===== src/rtl/pmp_napot_pkg.sv =====
package pmp_napot_pkg;

    localparam int CSR_W           = 32;
    localparam int ENTRY_W         = 8;
    localparam int ENTRIES_PER_CSR = CSR_W / ENTRY_W;
    localparam int MAX_CFG_CSRS    = 16;
    localparam int MAX_ADDR_CSRS   = 64;

    typedef enum logic [1:0] {
        MODE_OFF   = 2'b00,
        MODE_RSV_A = 2'b01,
        MODE_RSV_B = 2'b10,
        MODE_POW2  = 2'b11
    } win_mode_e;

    typedef enum logic [1:0] {
        ACC_READ  = 2'b00,
        ACC_WRITE = 2'b01,
        ACC_FETCH = 2'b10,
        ACC_NONE  = 2'b11
    } acc_kind_e;

    typedef struct packed {
        logic      locked;
        logic [1:0] zero_f;
        win_mode_e mode;
        logic      perm_x;
        logic      perm_w;
        logic      perm_r;
    } region_cfg_t;

    // Fold a software byte into an entry: reserved bits cleared,
    // unsupported mode requests keep the previous mode.
    function automatic region_cfg_t cfg_merge(region_cfg_t prev, logic [ENTRY_W-1:0] wbyte);
        region_cfg_t nxt;
        nxt        = region_cfg_t'(wbyte);
        nxt.zero_f = 2'b00;
        if (nxt.mode == MODE_RSV_A || nxt.mode == MODE_RSV_B)
            nxt.mode = prev.mode;
        return nxt;
    endfunction

    function automatic logic cfg_permits(region_cfg_t c, acc_kind_e k);
        logic ok;
        unique case (k)
            ACC_READ:  ok = c.perm_r;
            ACC_WRITE: ok = c.perm_w;
            ACC_FETCH: ok = c.perm_x;
            default:   ok = 1'b0;
        endcase
        return ok;
    endfunction

endpackage


===== src/rtl/pmp_region_slot.sv =====
module pmp_region_slot
    import pmp_napot_pkg::*;
#(
    parameter int              AW         = 32,
    parameter logic [AW-1:0]   FORCE_MASK = '0
) (
    input  logic                clk,
    input  logic                rst,
    input  logic                cfg_wr,
    input  logic [ENTRY_W-1:0]  cfg_wbyte,
    input  logic                addr_wr,
    input  logic [AW-1:0]       addr_wdata,
    input  logic [AW-1:0]       chk_word,
    input  acc_kind_e           chk_kind,
    output region_cfg_t         cfg_q,
    output logic [AW-1:0]       addr_q,
    output logic                hit,
    output logic                allow
);

    logic [AW-1:0] span_mask;

    always_ff @(posedge clk) begin
        if (rst)
            cfg_q <= '0;
        else if (cfg_wr && !cfg_q.locked)
            cfg_q <= cfg_merge(cfg_q, cfg_wbyte);
    end

    // address register carries no reset value
    always_ff @(posedge clk) begin
        if (addr_wr && !cfg_q.locked)
            addr_q <= addr_wdata | FORCE_MASK;
    end

    always_comb begin
        // trailing ones plus the first zero above them
        span_mask = addr_q ^ (addr_q + AW'(1));
        hit   = (cfg_q.mode == MODE_POW2) && (((chk_word ^ addr_q) & ~span_mask) == '0);
        allow = cfg_permits(cfg_q, chk_kind);
    end

endmodule


===== config.mk =====
export PLATFORM = sky130hd
export DESIGN_NAME = pmp_region_slot
export DESIGN_NICKNAME = d
export VERILOG_FILES = /design/src/rtl/pmp_napot_pkg.sv /design/src/rtl/pmp_region_slot.sv
export SDC_FILE = /design/constraint.sdc
export NUM_CORES = 1
export LEC_CHECK = 0
export ABC_AREA = 0
export BUFFER_PORTS_ARGS = -buffer_cell sky130_fd_sc_hd__buf_2
export CAP_MARGIN = 20
export CORE_MARGIN = 10
export CORE_UTILIZATION = 35
export CTS_BUF_LIST = sky130_fd_sc_hd__clkbuf_4 sky130_fd_sc_hd__clkbuf_8 sky130_fd_sc_hd__clkbuf_16
export DETAILED_ROUTE_END_ITERATION = 10
export MAX_ROUTING_LAYER = met4
export PLACE_DENSITY = 0.67
export SKIP_CTS_REPAIR_TIMING = 1
export SKIP_LAST_GASP = 1
export SLEW_MARGIN = 20
export SYNTH_ARGS = -nofsm -noshare
export SYNTH_HDL_FRONTEND = slang
export SYNTH_SLANG_ARGS = --single-unit

===== constraint.sdc =====
create_clock -name clk -period 2.8 [get_ports clk]
set_input_delay 0 -clock clk [delete_from_list [all_inputs] [get_ports clk]]
set_output_delay 0 -clock clk [all_outputs]
set_load 0.02 [all_outputs]

==> results of run 1 <==
## path summary, 6_finish.rpt
check,startpoint,to,slack [ps],depth (start not counted)
worst max-delay path,addr_q[9]$_DFFE_PP_,hit,160,7
worst min-delay path,cfg_wbyte[7],cfg_q[7]$_SDFFE_PP0P_,-50,3
worst max register to register,cfg_q[7]$_SDFFE_PP0P_,addr_q[18]$_DFFE_PP_,1310,1
worst min register to register,cfg_q[1]$_SDFFE_PP0P_,cfg_q[1]$_SDFFE_PP0P_,470,2
## cells by family (layout without fill, tap and decap cells)
| logic type | after synthesis | in the layout | share of synthesized area [%] |
|---|---|---|---|
| simple gates | 66 | 66 | 19.43 |
| fa+ha+maj | 1 | 1 | 0.6108 |
| mux | 1 | 1 | 0.4887 |
| buf+inv | 4 | 159 | 1.160 |
| other cells | 1 | 3 | 0.1831 |
| flops | 38 | 38 | 52.78 |
| compound gates | 44 | 44 | 13.87 |
| xor+xnor | 26 | 26 | 11.48 |
## synthesized netlist by cell type (all sizes together), types with 2 or more instances
cell type and n:
edfxtp 32, nand2 22, xnor2 18, a21oi 13
o21ai 10, nand3 9, nor2 8, xor2 8
nand4 7, dfxtp 6, a31oi 5, and3 5
nor4 4, a22oi 3, buf 3, a41oi 2
and4 2, nand2b 2, nor2b 2, o211ai 2
## power breakdown
| part | internal (W) | switching (W) | leakage, nW | total [W] |
|---|---|---|---|---|
| Sequential | 0.000656 | 0.0000420 | 0.358 | 0.000698 |
| Clock | 0.000181 | 0.000198 | 0.0460 | 0.000379 |
| Combinational | 0.000148 | 0.000156 | 0.923 | 0.000304 |
## layer usage
metal  global-route usage (%)  share of wire [%]
met2                    21.94                 52
met3                    2.776                6.2
met4                    3.753                1.8
met5                        -                  0
met1                    16.84                 40
## metrics by stage
stage / hold WS (ps) / setup slack [ps] / total power [W]
after floorplan: 69.07 / 434.1 / 0.0008533
after global placement: 176.5 / 504.2 / 0.0009689
after detailed placement: 178.1 / 467.1 / 0.0009735
after CTS: -129.6 / 143.6 / 0.001354
after global routing: 6.486 / 2.022 / 0.001452
final: -52.44 / 157.2 / 0.001381
## sequential cells by signal, summed over array words and instances (netlist names)
signal,cells
cfg_q,6
addr_q,32
## layout make-up
class	instances	share of cell area [%]
tap	72	2.862
sequential	38	34.34
clock inverter	2	0.2782
antenna	1	0.07949
timing repair buffer	150	29.57
inverter	1	0.1192
clock buffer	6	2.424
multi-input combinational	140	30.33
==> key figures, run 1 <==
Finish
  • Most common cell after layout, fill and taps aside: buf_2
  • Fin util: 56.14%
  • P&R area growth vs syn: 53.70%
  • Fill cells: around 520
  • Area of the multi-input gates: between 900 and 1000 µm²
  • Nets: 415
  • Share of cells above drive strength 1: approximately two fifths
  • Fin area: 3148 µm²
  • Reg area: 1081 µm²
  • Final Non-Filler Cells: 410
  • Most frequent cells in the layout: buf_2, dlygate4sd3_1, edfxtp_1

Logic synthesis
  • Post-synthesis cell count: 181
  • Most used flip-flop cell after synthesis: edfxtp_1
  • Synth async-reset ratio: 0%
  • Post-synthesis sequential area ratio: 52.78%
  • Yosys top cell area share: 46.92%
  • Synth top area cells: edfxtp_1, xnor2_1, dfxtp_1, nand2_1, xor2_1
  • Warnings from Yosys: 0
  • Synthesized area per cell: ~11 µm²
  • Netlist cell types: 44
  • FF+latch count, synth: 38
  • EDFF count, synth: 32
  • Synth Cell Area: between 2000 and 2500 µm²
  • Post-synth top area cell: edfxtp_1

Die
  • Die height: 96.50 µm
  • Top Ports: 120
  • Starting Density: between 30% and 40%
  • Core area: 5608 µm²
  • Row count: 27
  • Die area: 9312 µm²
  • Die X: 96.50 µm

Global routing
  • Number of global-route vias before repair: around 2000
  • First-pass GRT wire length: 9701 µm
  • GRT Resource Usage Total: a little over an eighth
  • Largest net degree at the start of global routing: 33
  • Initial antenna violation count: 0
  • Gr ovfl total: 0

Critical path
  • CP endpoint kind: output port
  • Largest fanout on the critical path: 6
  • Cell Chain, Critical Path: nand4_1 -> nor4_4 -> a31oi_1 -> nor4_1 -> nand4_1 -> nor4_2 -> buf_2
  • Cell mode on critical path: nand4_1
  • Crit path kind: reg -> out
  • Crit path buf inv count: 1
  • CP Data Required Time: 2800 ps
  • Delay-heaviest family, CP: simple AND/OR/NAND/NOR gates
  • Critical path's slowest cell: nor4_4
  • Kind of start point of the critical path: flop
  • Critical path arrival: 2640 ps
  • Crit-path max cell delay: between 500 and 600 ps

Timing
  • Pins Over Slew Limit: 0
  • Setup-failing EPs final: 0
  • Final min period: 2643 ps
  • Worst slew pin tran: 939.1 ps
  • RSZ-0062 raised after global routing: no
  • Fin Setup TNS: 0 ps
  • Normalized max-slew margin: 37.26%
  • Tcrit/Tclk final: 94.38%
  • WHS: -52.44 ps
  • Max Clock Skew: 3.545 ps
  • Final hold vios: 3
  • Fmax achieved: 378.4 MHz

Placement
  • Cells after DPL: 365
  • GP Congestion: 0.7472
  • Post-DP Area: 2700 µm²
  • I/O Buffers: 114
  • Detailed placement HPWL: 5129 µm

CTS
  • Clock sinks: 38
  • Clock transition at path regs: 80 ps
  • Clk Latency, worst-skew pair: roughly 290 ps
  • Clock tree from TritonCTS: done
  • Maximum clock path buffer count: 2
  • Clock tree root driver cell: clkbuf_8
  • H-tree levels: 2
  • Total CTS buffers: 5

Route
  • DRC: 0
  • Drt wl/cell: 17.19 µm
  • Routed WL: 7046 µm
  • Number of vias per cell: 4.849
  • Drt pass-1 iters: 4
  • Final ANT Viol Nets: 0
  • Initial detailed-routing violation count: 79
  • Vias: approximately 2000

Run status
  • Outcome: finished, violations left
  • Failing checks: hold timing

Power and ir drop
  • Maximum VDD drop: 241.1 µV
  • Pleak: 1.326 nW
  • Pwr/cell area: ~440 nW/µm²

Flow run
  • Max cap viols: 0

Worst hold path
  • Min-delay worst type: in -> reg
(Power assumes the default switching activity.)
==> run 2, diff against run 1 <==
- PLACE_DENSITY: 0.67 -> 0.69
- clock period: 2.8 -> 2.1 ns (I/O delays scaled with it)
==> key figures, run 2 (synthesis gave the netlist of run 1 again) <==
Global routing
  • GRT Resource Usage Total: about 15%
  • Largest net degree at the start of global routing: 33
  • First-pass GRT wire length: 10320 µm
  • Gr ovfl total: 0
  • Number of global-route vias before repair: about 2100
  • Initial antenna violation count: 0

Critical path
  • CP endpoint kind: output port
  • Critical path depth: 8
  • Crit path kind: reg -> out
  • CP Data Required Time: around 2100 ps
  • Largest fanout on the critical path: 4
  • Crit-path max cell delay: 420 ps
  • Crit path buf inv count: 2
  • FF-to-FF path depth: 2
  • CP startpoint: addr_q[5]$_DFFE_PP_
  • Reg-to-reg slack, setup: between 900 and 1000 ps
  • Critical path's slowest cell: edfxtp_1
  • Kind of start point of the critical path: flop
  • Delay-heaviest family, CP: simple AND/OR/NAND/NOR gates
  • Worst reg2reg startpoint: cfg_q[7]$_SDFFE_PP0P_
  • Cell Chain, Critical Path: nand4_4 -> nor4_4 -> buf_4 -> a31oi_1 -> nor4_2 -> nand4_1 -> nor4_4 -> buf_4
  • Critical path arrival: 2380 ps

Route
  • Vias: 2111
  • Drt wl/cell: around 17 µm
  • Initial detailed-routing violation count: 130
  • DRC: 0
  • Final ANT Viol Nets: 0
  • Routed WL: 7303 µm
  • Number of vias per cell: 4.809
  • Drt pass-1 iters: 4

Finish
  • Largest Register: addr_q
  • Max reg flops: 32
  • Most common cell after layout, fill and taps aside: buf_2
  • Share of cells above drive strength 1: 45.50%
  • Biggest regs: addr_q x32, cfg_q x6
  • Fill cells: 495
  • Most frequent cells in the layout: buf_2, dlygate4sd3_1, edfxtp_1
  • Nets: 446
  • ANT cells: 0
  • P&R area growth vs syn: 67.44%

Run status
  • Failing checks: hold timing, setup timing
  • Outcome: finished, violations left

Placement
  • I/O Buffers: 114
  • GP Congestion: 0.8488
  • Detailed placement HPWL: 5740 µm

CTS
  • Total CTS buffers: 5
  • Clk Latency, worst-skew pair: between 200 and 300 ps
  • Maximum clock path buffer count: 2
  • Clock transition at path regs: 70 ps
  • H-tree levels: 2
  • Clock tree root driver cell: clkbuf_8
  • Clock sinks: 38
  • Clock tree from TritonCTS: done

Die
  • Top Ports: 120
  • Die X: 96.50 µm
  • Core area: 5608 µm²
  • Die height: 96.50 µm
  • Starting Density: 36.52%
  • Row count: 27
  • Die area: 9312 µm²

Flow run
  • Max cap viols: 0

Timing
  • Setup slack after layout: -284.1 ps
  • WHS: -14.07 ps
  • RSZ-0062 raised after global routing: yes
  • Tcrit/Tclk final: 113.5%
  • Final hold vios: 2
  • Pins Over Slew Limit: 0
  • Final min period: roughly 2400 ps
  • Fmax achieved: 419.4 MHz
  • Fin Setup TNS: -284.1 ps
  • Max Clock Skew: 8.027 ps
  • Setup-failing EPs final: 1

Power and ir drop
  • P_int: 0.001377 W
  • Switch Pwr: 0.0005217 W
  • Sequential power share: 48.3%
  • Maximum VDD drop: 433.7 µV
  • Power share of the clock group: 27.2%
  • Power Total: around 0.0019 W
  • Pleak: about 1.5 nW
  • Pwr/cell area: 553.6 nW/µm²
  • Gate power share: 24.5%
  • Net Sw Frac: 27.48%

Worst hold path
  • Min-delay worst type: in -> reg
  • HP Start: cfg_wbyte[4]
  • Hold Path Stages: 3
run 2: path summary, 6_finish.rpt:
path                           end
max                            hit
min reg2reg  cfg_q[0]$_SDFFE_PP0P_
max reg2reg   addr_q[23]$_DFFE_PP_
min          cfg_q[3]$_SDFFE_PP0P_
run 2: worst register-to-register path, cell delays in order, from the launching register on:
cell and delay (ps):
dfxtp_1 360, nor2b_4 110, buf_4 370
run 2: power groups by stage:
stage | Combinational [W] | Sequential [W] | Clock, W
2_1_floorplan | 0.000146 | 0.000992 | 0
3_3_place_gp | 0.000395 | 0.000931 | 0
3_5_place_dp | 0.000403 | 0.000934 | 0
4_1_cts | 0.000404 | 0.000917 | 0.000532
5_1_grt | 0.000505 | 0.000925 | 0.000562
6_report | 0.000465 | 0.000917 | 0.000516
run 2: per-layer routing:
layer | share of wire (%) | up-vias | global-route usage [%]
met4 | 2.1 | 0 | 5.569
li1 | - | 1064 | -
met3 | 6.5 | 10 | 3.238
met1 | 40 | 962 | 17.12
met5 | 0 | - | -
met2 | 51 | 75 | 23.83
run 2: layout make-up:
| type | count | area, µm² | share of cell area (%) |
|---|---|---|---|
| clock buffers | 7 | 90.09 | 2.627 |
| well taps | 72 | 90.09 | 2.627 |
| multi-input cells | 140 | 996.0 | 29.04 |
| repair buffers | 181 | 1169 | 34.08 |
| inverters | 1 | 3.754 | 0.1094 |
| flip-flops and latches | 38 | 1081 | 31.52 |
run 2: stage by stage:
stage / cell area (µm²) / worst slack, ps / util [%] / std cells
detailed placement: 2927 / -108.4 / 52.19 / 394
global route: 3430 / -419.4 / 61.16 / 439
global placement: 2927 / -81.64 / 52.19 / 394
finish: 3430 / -284.1 / 61.16 / 439
floorplan: 2063 / -158.7 / - / 182
CTS: 3017 / -431.8 / 53.79 / 401
==> run 3, diff against run 2 <==
- CORE_UTILIZATION: 35 -> 39
- PLACE_DENSITY: 0.69 -> 0.76
==> key figures, run 3 (synthesis gave the netlist of run 1 again) <==
Global routing
  • First-pass GRT wire length: 10260 µm
  • Number of global-route vias before repair: 2087
  • Gr ovfl total: 0
  • GRT Resource Usage Total: 15.38%
  • Initial antenna violation count: 1
  • Largest net degree at the start of global routing: 33

CTS
  • Clock sinks: 38
  • Clock tree from TritonCTS: done
  • H-tree levels: 2
  • Clock transition at path regs: 70 ps
  • Clk Latency, worst-skew pair: 280 ps
  • Total CTS buffers: 5
  • Clock tree root driver cell: clkbuf_8
  • Maximum clock path buffer count: 2

Critical path
  • Kind of start point of the critical path: flop
  • CP endpoint kind: output port
  • Worst reg2reg startpoint: cfg_q[7]$_SDFFE_PP0P_
  • Reg-to-reg slack, setup: 380 ps
  • RR Endpoint: cfg_q[7]$_SDFFE_PP0P_
  • CP Data Required Time: 2100 ps
  • Critical path arrival: roughly 2500 ps
  • FF-to-FF path depth: 4
  • Largest fanout on the critical path: 5
  • Crit path kind: reg -> out

Route
  • Final ANT Viol Nets: 0
  • Drt wl/cell: between 15 and 20 µm
  • Highest routed layer: met4
  • Number of vias per cell: 4.955
  • Routed WL: between 7000 and 8000 µm
  • Drt pass-1 iters: 4
  • Initial detailed-routing violation count: 190
  • Vias: 2195
  • Wire length on met2: 4007 µm
  • Met3 wire len: 420 µm
  • DRC: 0
  • WL met1: around 2900 µm

Timing
  • WHS: -2.989 ps
  • Final hold vios: 1
  • Tcrit/Tclk final: 117.4%
  • Setup slack after layout: -366.3 ps
  • Final min period: between 2000 and 2500 ps
  • Pins Over Slew Limit: 0
  • Max Clock Skew: 1.528 ps
  • Setup-failing EPs final: 1
  • Fin Setup TNS: -366.3 ps
  • Fmax achieved: 405.5 MHz
  • RSZ-0062 raised after global routing: yes

Die
  • Die X: 92.47 µm
  • Top Ports: 120
  • Starting Density: 40.10%
  • Die height: between 90 and 100 µm
  • Core area: 5107 µm²
  • Row count: 26
  • Die area: ~8600 µm²

Worst hold path
  • WHS Endpoint: cfg_q[4]$_SDFFE_PP0P_
  • Min-delay worst type: in -> reg
  • Hold Path Stages: 3
  • HP Start: cfg_wbyte[4]

Finish
  • Largest Register: addr_q
  • Final Non-Filler Cells: roughly 440
  • Nets: 450
  • Most frequent cells in the layout: buf_2, dlygate4sd3_1, edfxtp_1
  • Share of cells above drive strength 1: 44.62%
  • Max reg flops: 32
  • P&R area growth vs syn: 69.70%
  • Biggest regs: addr_q x32, cfg_q x6
  • Most common cell after layout, fill and taps aside: buf_2

Run status
  • Outcome: finished, violations left
  • Failing checks: hold timing, setup timing

Placement
  • I/O Buffers: 114
  • Cells after DPL: 390
  • GP Congestion: approximately 0.85
  • Place WS: -81.60 ps
  • Detailed placement HPWL: 5510 µm

Power and ir drop
  • Pwr/cell area: about 540 nW/µm²
  • Maximum VDD drop: 451.5 µV
  • Pleak: 1.523 nW

Flow run
  • Max cap viols: 0
==> run 3: cell types whose count changed in the layout (fill, tap and decap cells not counted), moves of 2 or more <==
cell           change
o21ai_1            +2
dlygate4sd3_1      +6
buf_4              -2
o21ai_0            -2
==> run 3: worst max path at each step <==
stage | from | end | slack [ps] | depth (start not counted)
CTS | addr_q[0]$_DFFE_PP_ | hit | -410 | 8
floorplan | addr_q[9]$_DFFE_PP_ | hit | -160 | 6
global placement | addr_q[0]$_DFFE_PP_ | hit | -70 | 8
detailed placement | addr_q[0]$_DFFE_PP_ | hit | -80 | 8
finish | addr_q[0]$_DFFE_PP_ | hit | -370 | 9
global route | addr_q[0]$_DFFE_PP_ | hit | -520 | 9
==> run 3: cell type report <==
type	count	area, µm²
Clock buffer	6	76.32
Fill cell	391	1632
Tap cell	70	87.58
Multi-Input combinational cell	140	1002
Antenna cell	1	2.502
Clock inverter	2	8.758
Sequential cell	38	1081
Timing Repair Buffer	185	1214
Inverter	1	3.754
==> run 3: metal layers <==
metal  track usage, %  vias up
li1                 -     1072
met1            17.08     1006
met2            26.18       97
met3            3.228       20
met4            6.555        0
met5                -        -
==> run 3: power breakdown <==
group,internal [W],switching (W)
sequential,0.000874,0.0000444
clock,0.000241,0.000250
combinational,0.000239,0.000241
==> run 3: metrics by stage <==
stage / utilization, % / hold WS [ps] / area (µm²) / total power, W
3_5_place_dp: 56.96 / 178.1 / 2909 / 0.001330
3_3_place_gp: 56.96 / 176.5 / 2909 / 0.001323
2_1_floorplan: - / 69.07 / 2063 / 0.001138
4_1_cts: 58.62 / -133.9 / 2994 / 0.001827
6_report: 68.05 / -2.989 / 3476 / 0.001889
5_1_grt: 68.05 / 17.40 / 3476 / 0.001981
==> run 3: worst max-delay path, cell delays in order (launching register included) <==
cell	delay, ps
edfxtp_1	390
ha_2	200
nand3_2	110
nor4_4	370
buf_4	190
a31oi_1	90
a21oi_1	170
nand4_1	170
nor4_4	300
buf_4	180
